<file path="src/rtl/adc_ser_pkg.sv">
`timescale 1ns/1ps
package adc_ser_pkg;
  localparam int unsigned LANES_DEF = 8;
  localparam int unsigned WBITS_DEF = 12;

  typedef enum logic {
    CODE_OFFSET = 1'b0,
    CODE_TWOS   = 1'b1
  } coding_e;
endpackage

</file>
<file path="src/rtl/ser_word_timer.sv">
`timescale 1ns/1ps
module ser_word_timer #(
  parameter int unsigned WBITS = 12
) (
  input  logic clk,
  input  logic rst_n,
  input  logic pwr_down,
  output logic run_o,
  output logic load_o,
  output logic fclk_o
);
  localparam int unsigned CW = (WBITS > 1) ? $clog2(WBITS) : 1;
  localparam logic [CW-1:0] LAST = CW'(WBITS - 1);
  localparam logic [CW-1:0] HALF = CW'(WBITS / 2);

  logic [CW-1:0] cnt_q, cnt_d;
  logic          run_q, run_d;
  logic          wrap;

  always_comb begin
    wrap  = (cnt_q == LAST);
    run_d = !pwr_down;
    if (pwr_down || !run_q || wrap) begin
      cnt_d = '0;
    end else begin
      cnt_d = cnt_q + 1'b1;
    end
  end

  always_ff @(posedge clk or negedge rst_n) begin
    if (!rst_n) begin
      cnt_q <= '0;
      run_q <= 1'b0;
    end else begin
      cnt_q <= cnt_d;
      run_q <= run_d;
    end
  end

  assign run_o  = run_q;
  assign load_o = !pwr_down && (!run_q || wrap);
  assign fclk_o = run_q && (cnt_q < HALF);
endmodule

</file>
<file path="src/rtl/ser_lane.sv">
`timescale 1ns/1ps
module ser_lane
  import adc_ser_pkg::*;
#(
  parameter int unsigned WBITS = 12
) (
  input  logic             clk,
  input  logic             rst_n,
  input  logic             clr,
  input  logic             load,
  input  coding_e          mode,
  input  logic [WBITS-1:0] word_i,
  output logic             bit_o
);
  logic [WBITS-1:0] sr_q, sr_d;
  logic [WBITS-1:0] coded;

  always_comb begin
    coded            = word_i;
    coded[WBITS-1]   = word_i[WBITS-1] ^ (mode == CODE_TWOS);
    if (clr) begin
      sr_d = '0;
    end else if (load) begin
      sr_d = coded;
    end else begin
      sr_d = {1'b0, sr_q[WBITS-1:1]};
    end
  end

  always_ff @(posedge clk or negedge rst_n) begin
    if (!rst_n) begin
      sr_q <= '0;
    end else begin
      sr_q <= sr_d;
    end
  end

  assign bit_o = sr_q[0];
endmodule

</file>
<file path="src/rtl/ser_ddr_clock.sv">
`timescale 1ns/1ps
module ser_ddr_clock (
  input  logic clk,
  input  logic rst_n,
  input  logic run,
  output logic dclk_o
);
  logic dclk_q, dclk_d;

  always_comb begin
    dclk_d = run ? ~dclk_q : 1'b0;
  end

  always_ff @(negedge clk or negedge rst_n) begin
    if (!rst_n) begin
      dclk_q <= 1'b0;
    end else begin
      dclk_q <= dclk_d;
    end
  end

  assign dclk_o = dclk_q;
endmodule

</file>
<file path="src/rtl/adc_lane_serializer.sv">
`timescale 1ns/1ps
module adc_lane_serializer
  import adc_ser_pkg::*;
#(
  parameter int unsigned LANES = LANES_DEF,
  parameter int unsigned WBITS = WBITS_DEF
) (
  input  logic                   clk_bit,
  input  logic                   rst_n,
  input  logic                   pwr_down,
  input  logic                   samp_valid,
  input  logic                   coding_twos,
  input  logic [LANES*WBITS-1:0] samp_data,
  output logic [LANES-1:0]       lane_out,
  output logic                   dclk_out,
  output logic                   fclk_out
);
  localparam int unsigned BUSW = LANES * WBITS;

  logic [BUSW-1:0] hold_q, hold_d;
  logic            cap_en;
  logic            run, load;
  coding_e         mode;

  always_comb begin
    cap_en = samp_valid && !pwr_down;
    hold_d = cap_en ? samp_data : hold_q;
    mode   = coding_e'(coding_twos);
  end

  always_ff @(posedge clk_bit or negedge rst_n) begin
    if (!rst_n) begin
      hold_q <= '0;
    end else if (cap_en) begin
      hold_q <= hold_d;
    end
  end

  ser_word_timer #(.WBITS(WBITS)) u_timer (
    .clk      (clk_bit),
    .rst_n    (rst_n),
    .pwr_down (pwr_down),
    .run_o    (run),
    .load_o   (load),
    .fclk_o   (fclk_out)
  );

  ser_ddr_clock u_dclk (
    .clk    (clk_bit),
    .rst_n  (rst_n),
    .run    (run),
    .dclk_o (dclk_out)
  );

  for (genvar g = 0; g < LANES; g++) begin : g_lane
    ser_lane #(.WBITS(WBITS)) u_lane (
      .clk    (clk_bit),
      .rst_n  (rst_n),
      .clr    (pwr_down),
      .load   (load),
      .mode   (mode),
      .word_i (hold_d[g*WBITS +: WBITS]),
      .bit_o  (lane_out[g])
    );
  end
endmodule

</file>
<file path="config.mk">
export PLATFORM = sky130hd
export DESIGN_NAME = adc_lane_serializer
export DESIGN_NICKNAME = d
export VERILOG_FILES = /design/src/rtl/adc_ser_pkg.sv /design/src/rtl/ser_word_timer.sv /design/src/rtl/ser_lane.sv /design/src/rtl/ser_ddr_clock.sv /design/src/rtl/adc_lane_serializer.sv
export SDC_FILE = /design/constraint.sdc
export NUM_CORES = 1
export LEC_CHECK = 0
export CAP_MARGIN = 20
export CORE_ASPECT_RATIO = 1.2
export CORE_MARGIN = 2
export CORE_UTILIZATION = 60
export CTS_CLUSTER_SIZE = 24
export DETAILED_ROUTE_END_ITERATION = 10
export PLACE_DENSITY = 0.85
export SYNTH_ARGS = -nofsm -noshare
export SYNTH_HDL_FRONTEND = slang
export SYNTH_SLANG_ARGS = --single-unit
</file>
<file path="constraint.sdc">
create_clock -name clk_bit -period 2.4 [get_ports clk_bit]
set_input_delay 0.48 -clock clk_bit [delete_from_list [all_inputs] [get_ports clk_bit]]
set_output_delay 0.48 -clock clk_bit [all_outputs]
set_load 0.02 [all_outputs]
</file>
==> impl_metrics.csv, run 1 <==
group,metric,value,unit
run_status,status,"complete, but fails checks",
run_status,violations,"setup timing",
power_and_ir_drop,p_comb_share,15.0,%
power_and_ir_drop,clkPwrFrac,35.0,%
timing,rsz0062_at_grt,"true",
clock_tree,cts_root_buf,"clkbuf_16",
setup_path,r2r_slack,0.38,ns
logic_synthesis,synth_nets,869,
power_and_ir_drop,p_per_area,697.8,mW/mm²
die,core,0.01496,mm²
logic_synthesis,synth_top_family_by_area,"compound AO/OA/AOI/OAI gates",
place,io_buffers,110,
global_routing,grt_pass1_wl,32.49,mm
setup_path,path_max_fanout,2,
logic_synthesis,seq_area_frac_synth,53.91,%
timing,fin_ws,-0.2338,ns
drt,dr.pass1.iters,5,
die,num_rows,49,
clock_tree,cts_tree,"built",
global_routing,antenna_found_initial,0,
timing,skew,0.02434,ns
clock_tree,clk_pin_slew_worst_paths,0.06,ns
setup_path,critical_path_required,1.92,ns
power_and_ir_drop,switching_power,0.001888,W
setup_path,cpPeakStageDelay,0.43,ns
clock_tree,cts_inserted_buffers,17,
drt,drc,0,
setup_path,startpoint_type,"flip-flop",
power_and_ir_drop,p_int,0.005806,W
cells_and_area,layout.nets,940,
global_routing,grt_max_degree,100,
timing,hold_viol,0,
logic_synthesis,synth_area_leader_cell,"dfrtp_1",
setup_path,critical_path_class,"flip-flop to primary output",
power_and_ir_drop,power,0.007693,W
logic_synthesis,synthAdderAreaFrac,0.1361,%
hold_path,hp-start,"pwr_down",
cells_and_area,nFillCells,1008,
power_and_ir_drop,ir_worst_vdd,0.0005127,V
logic_synthesis,postSynthCellCount,767,
place,post-dp-hpwl,11.78,mm
clock_tree,clockBufferDepth,2,
logic_synthesis,yosys.area_share.simple,6.983,%
setup_path,worstReg2RegStart,"u_timer.run_o",
cells_and_area,multi_input_area,0.003502,mm²
setup_path,crit_buf_inv,1,
clock_tree,clock_latency,0.43,ns
drt,final_antenna_net_count,0,
cells_and_area,layout-drive-gt1-share,10.34,%
die,initial_utilization,61.44,%
timing,setup-tns-final,-0.2338,ns
logic_synthesis,yosysTopAreaCellShare,53.63,%
die,fp.dieH,139.6,µm
place,gp_congestion,0.7816,
drt,initialDrtViolationCount,522,
die,die-area,0.01633,mm²
clock_tree,cts.sink_count,198,
setup_path,endpoint_kind,"primary output",
timing,drv_slew,0,
cells_and_area,areaGrowthSynthToFinish,19.96,%
setup_path,worstPathArrival,2.15,ns
timing,report.final.setup_viol,1,
global_routing,track_usage,25.29,%
global_routing,grt_pass1_vias,6665,
die,io_pins,111,
hold_path,worst_hold_path.endpoint,"u_timer.run_o",
hold_path,min_path_type,"input port to flip-flop",
power_and_ir_drop,switching_share,24.54,%
logic_synthesis,synthXorXnorAreaFrac,0.9529,%
job,maxCapViolations,0,
global_routing,overflow,0,
cells_and_area,layout_common_cells,"dfrtp_1, clkdlybuf4s50_1, mux2_1",
timing,relSlewSlack,50.07,%
drt,wl_per_cell,18.49,µm
cells_and_area,final_common_cell,"dfrtp_1",
power_and_ir_drop,p_leak,4.540,nW
setup_path,cp_top_family,"flip-flops",
logic_synthesis,yosys_warnings,0,
drt,vias_per_cell,6.009,
cells_and_area,diodes,0,
logic_synthesis,synthTopCellsByArea,"dfrtp_1, mux2_1, a221oi_1",
drt,num_vias,6340,
cells_and_area,seqCellArea,0.004959,mm²
logic_synthesis,synth_cell_type_count,25,
setup_path,rr_endpoint,"u_dclk.dclk_o",
setup_path,crit_chain,"buf_6",
timing,worstMarginPinSlew,0.7490,ns
logic_synthesis,syn_area,0.009191,mm²
logic_synthesis,synth-seq-cells,198,
logic_synthesis,syn_avg_cell_area,11.98,µm²
setup_path,critPathSlowestCell,"dfrtn_1",
hold_path,holdPathStages,2,
power_and_ir_drop,seqPwrFrac,50.0,%
logic_synthesis,synth_compound_area_share,17.29,%
die,die_w,117.0,µm
clock_tree,htreeDepth,4,
logic_synthesis,muxShareOfSynthArea,12.63,%
setup_path,r2r_cells,2,
drt,wl,19.51,mm
## Yosys cell counts (all sizes together)
cell    instances
mux2           96
xor2            9
nor2            1
mux2i           8
a221oi         88
nand3           1
clkbuf         35
dfrtp         197
and2            1
a211oi         89
dfrtn           1
nand2           2
xnor2           1
buf            46
nor3           11
nor2b          88
ha              1
inv            90
and3            1
nand3b          1
## metrics by stage
| step | utilization (%) | hold slack (ns) | instance area [µm²] | cells | setup WS [ns] |
|---|---|---|---|---|---|
| finish | 73.70 | 0.2399 | 11030 | 1055 | -0.2338 |
| global route | 73.70 | 0.2279 | 11030 | 1055 | -0.2626 |
| CTS | 73.47 | 0.2212 | 10990 | 1053 | -0.2431 |
| detailed placement | 69.61 | 0.3404 | 10410 | 1019 | -0.2787 |
| global placement | 69.61 | 0.3391 | 10410 | 1019 | -0.2696 |
| floorplan | - | 0.1844 | 9191 | 767 | 0.2081 |
## registers in the layout (all words and copies together), names as in the netlist
register,cells
g_lane.u_lane.sr_q,96
hold_q,96
u_timer.cnt_q,4
u_dclk.dclk_o,1
u_timer.run_o,1
## per-layer routing
| metal | track usage, % | vias up | wire length, µm | share of wire (%) |
|---|---|---|---|---|
| li1 | - | 2864 | - | - |
| met1 | 33.43 | 3239 | 7960 | 41 |
| met2 | 41.53 | 206 | 10180 | 52 |
| met3 | 5.139 | 31 | 1005 | 5.2 |
| met4 | 8.916 | 0 | 362 | 1.9 |
| met5 | 0 | - | 0 | 0 |
## worst max path at each step
stage | cells after the start | start | endpoint
after CTS | 1 | u_dclk.dclk_o | dclk_out
after global placement | 1 | u_dclk.dclk_o | dclk_out
after detailed placement | 1 | u_dclk.dclk_o | dclk_out
final | 1 | u_dclk.dclk_o | dclk_out
after floorplan | 4 | u_timer.run_o | u_dclk.dclk_o
after global routing | 1 | u_dclk.dclk_o | dclk_out
## timing repair
action | CTS | global route
hold buffers | 1 | 0
buffers inserted | 1 | 1
resized for setup | 6 | 0
hold endpoints to repair | 13 | 0
setup endpoints to repair | 1 | 1
## area by class of cell
class / count / area share [%]
multi-input combinational: 398 / 31.76
sequential: 198 / 44.97
timing repair buffer: 133 / 12.81
clock buffer: 24 / 4.369
inverter: 90 / 3.064
tap: 204 / 2.315
clock inverter: 8 / 0.7036
## logic make-up (layout without fill, tap and decap cells)
kind of cell               Yosys count  in the layout
AOI/OAI and AO/OA                  177            177
xor gates and xnor gates            10             10
adders and majority gates            1              1
buffers and inverters              171            255
DFF                                198            198
muxes                              104            104
and+or+nand+nor                    106            106
## power groups by stage
| stage | logic [W] | clock network, W | registers (W) |
|---|---|---|---|
| after detailed placement | 0.00114 | 0 | 0.00391 |
| final | 0.00115 | 0.00269 | 0.00385 |
| after CTS | 0.00116 | 0.00275 | 0.00385 |
| after global placement | 0.00109 | 0 | 0.00387 |
| after global routing | 0.00127 | 0.00289 | 0.00388 |
| after floorplan | 0.000731 | 0 | 0.00385 |
(Power assumes the default switching activity.)
==> inputs of run 2 (changes only) <==
CORE_MARGIN = 1   (was 2)
GPL_ROUTABILITY_DRIVEN = 0   (was default)
==> run 2 against run 1 <==
Against the previous run: the run still ends with setup timing left; count of clock-buffer cells in the layout up 2; setup slack better by 0.015 ns; die area down 3.1%; core utilization unchanged; sequential power about the same; clock power up 6%; cell area unchanged; register-to-register slack about the same; final cell count about the same; total power up 2.1%; critical path type unchanged; critical endpoint unchanged; highest routed layer unchanged.
==> impl_metrics.csv, run 2 (same netlist as run 1, synthesis figures left out) <==
group,metric,value,unit
power_and_ir_drop,clkPwrFrac,36.4,%
die,die-area,0.01582,mm²
clock_tree,clock_latency,0.42,ns
power_and_ir_drop,ir_worst_vdd,0.0004286,V
global_routing,grt_pass1_wl,32.54,mm
drt,dr.pass1.iters,5,
die,core,0.01496,mm²
die,num_rows,49,
cells_and_area,top_regs,"g_lane.u_lane.sr_q x96, hold_q x96, u_timer.cnt_q x4",
timing,skew,0.02284,ns
global_routing,grt_max_degree,114,
cells_and_area,layout-drive-gt1-share,10.24,%
global_routing,track_usage,26.76,%
setup_path,r2r_cells,4,
setup_path,r2r_slack,0.39,ns
power_and_ir_drop,p_leak,4.545,nW
setup_path,crit_buf_inv,1,
setup_path,critical_path_required,1.92,ns
power_and_ir_drop,p_comb_share,14.7,%
drt,wl,19.69,mm
die,fp.dieH,137.6,µm
hold_path,min_path_type,"input port to flip-flop",
setup_path,crit_chain,"buf_6",
drt,initialDrtViolationCount,418,
clock_tree,cts.sink_count,198,
cells_and_area,nFillCells,1025,
setup_path,worstPathArrival,2.14,ns
drt,final_antenna_net_count,0,
timing,fin_ws,-0.2190,ns
clock_tree,clk_pin_slew_worst_paths,0.06,ns
clock_tree,cts_inserted_buffers,17,
setup_path,worstReg2RegStart,"u_timer.run_o",
die,die_w,115.0,µm
timing,worstMarginPinSlew,0.7438,ns
cells_and_area,final_common_cell,"dfrtp_1",
power_and_ir_drop,p_per_area,712.5,mW/mm²
cells_and_area,diodes,0,
clock_tree,cts_root_buf,"clkbuf_16",
run_status,violations,"setup timing",
run_status,status,"complete, but fails checks",
timing,drv_slew,0,
power_and_ir_drop,seqPwrFrac,49.0,%
power_and_ir_drop,switching_share,24.02,%
clock_tree,htreeDepth,4,
setup_path,rr_endpoint,"g_lane[2].u_lane.sr_q[9]",
clock_tree,clockBufferDepth,2,
timing,relSlewSlack,50.41,%
global_routing,antenna_found_initial,0,
setup_path,cpPeakStageDelay,0.42,ns
setup_path,critPathLaunch,"u_dclk.dclk_o",
drt,vias_per_cell,5.987,
timing,hold_ws,0.2512,ns
setup_path,endpoint_kind,"primary output",
timing,hold_viol,0,
drt,drc,0,
global_routing,grt_pass1_vias,6524,
drt,wl_per_cell,18.68,µm
setup_path,path_max_fanout,2,
setup_path,crit_end,"dclk_out",
die,initial_utilization,61.44,%
place,post-dp-hpwl,11.61,mm
timing,setup-tns-final,-0.2190,ns
place,io_buffers,110,
setup_path,critPathSlowestCell,"dfrtn_1",
drt,num_vias,6310,
cells_and_area,layout_common_cells,"dfrtp_1, clkdlybuf4s50_1, mux2_1",
cells_and_area,layout.nets,939,
job,maxCapViolations,0,
power_and_ir_drop,switching_power,0.001887,W
setup_path,path_depth,1,
timing,rsz0062_at_grt,"true",
setup_path,startpoint_type,"flip-flop",
cells_and_area,areaGrowthSynthToFinish,19.96,%
power_and_ir_drop,p_int,0.005969,W
setup_path,cp_top_family,"flip-flops",
global_routing,overflow,0,
clock_tree,cts_tree,"built",
setup_path,critical_path_class,"flip-flop to primary output",
timing,report.final.setup_viol,1,
die,io_pins,111,
==> run 2: cell types whose count changed in the layout (fill, tap and decap cells not counted) <==
| cell | before | now |
|---|---|---|
| clkbuf_8 | 4 | 6 |
| clkinv_2 | 2 | 0 |
| buf_12 | 9 | 8 |
| buf_16 | 1 | 0 |
| buf_4 | 13 | 14 |
| bufinv_16 | 1 | 2 |
| clkinvlp_4 | 5 | 4 |
==> run 2: worst min-delay path by stage <==
| stage | from | endpoint | slack [ns] | cells past startpoint |
|---|---|---|---|---|
| finish | pwr_down | u_timer.run_o | 0.25 | 2 |
| global route | pwr_down | u_timer.run_o | 0.23 | 2 |
| CTS | pwr_down | u_timer.run_o | 0.23 | 2 |
| detailed placement | rst_n | hold_q[36] | 0.32 | 1 |
| global placement | rst_n | hold_q[36] | 0.32 | 1 |
| floorplan | rst_n | g_lane[0].u_lane.sr_q[0] | 0.18 | 0 |
==> run 2: routing by layer <==
metal,wire length [µm],GRT usage (%)
met1,8596,34.71
met2,10050,44.68
met4,358,9.812
met3,685,5.411
met5,0,0
==> run 2: final cells by class <==
| class | instances | area (µm²) | share of cell area [%] |
|---|---|---|---|
| multi-input cells | 398 | 3502 | 31.76 |
| clock inverters | 6 | 90.09 | 0.8171 |
| repair buffers | 132 | 1373 | 12.45 |
| well taps | 204 | 255.2 | 2.315 |
| clock buffers | 26 | 509.2 | 4.619 |
| flip-flops and latches | 198 | 4959 | 44.97 |
| inverters | 90 | 337.8 | 3.064 |
==> run 2: repair_timing <==
| action | 4_1_cts | 5_1_grt |
|---|---|---|
| endpoints found under the hold margin | 5 | 0 |
| setup endpoints to repair | 1 | 1 |
| hold buffers | 1 | 0 |
| buffers inserted | 1 | 1 |
| gates resized for setup | 6 | 0 |
==> run 2: through the flow <==
step | worst slack [ns] | power (W) | area, µm² | instances | utilization [%]
2_1_floorplan | 0.2081 | 0.004583 | 9191 | 767 | -
3_3_place_gp | -0.2718 | 0.004961 | 10400 | 1019 | 69.52
3_5_place_dp | -0.2749 | 0.005045 | 10400 | 1019 | 69.52
4_1_cts | -0.2341 | 0.007914 | 11020 | 1053 | 73.65
5_1_grt | -0.2647 | 0.008175 | 11030 | 1054 | 73.70
6_report | -0.2190 | 0.007855 | 11030 | 1054 | 73.70
==> run 2: power by group through the flow <==
stage / registers (W) / logic, W / clock network (W)
final: 0.00385 / 0.00115 / 0.00286
after detailed placement: 0.00390 / 0.00114 / 0
after floorplan: 0.00385 / 0.000731 / 0
after global routing: 0.00388 / 0.00127 / 0.00302
after CTS: 0.00385 / 0.00116 / 0.00291
after global placement: 0.00387 / 0.00109 / 0
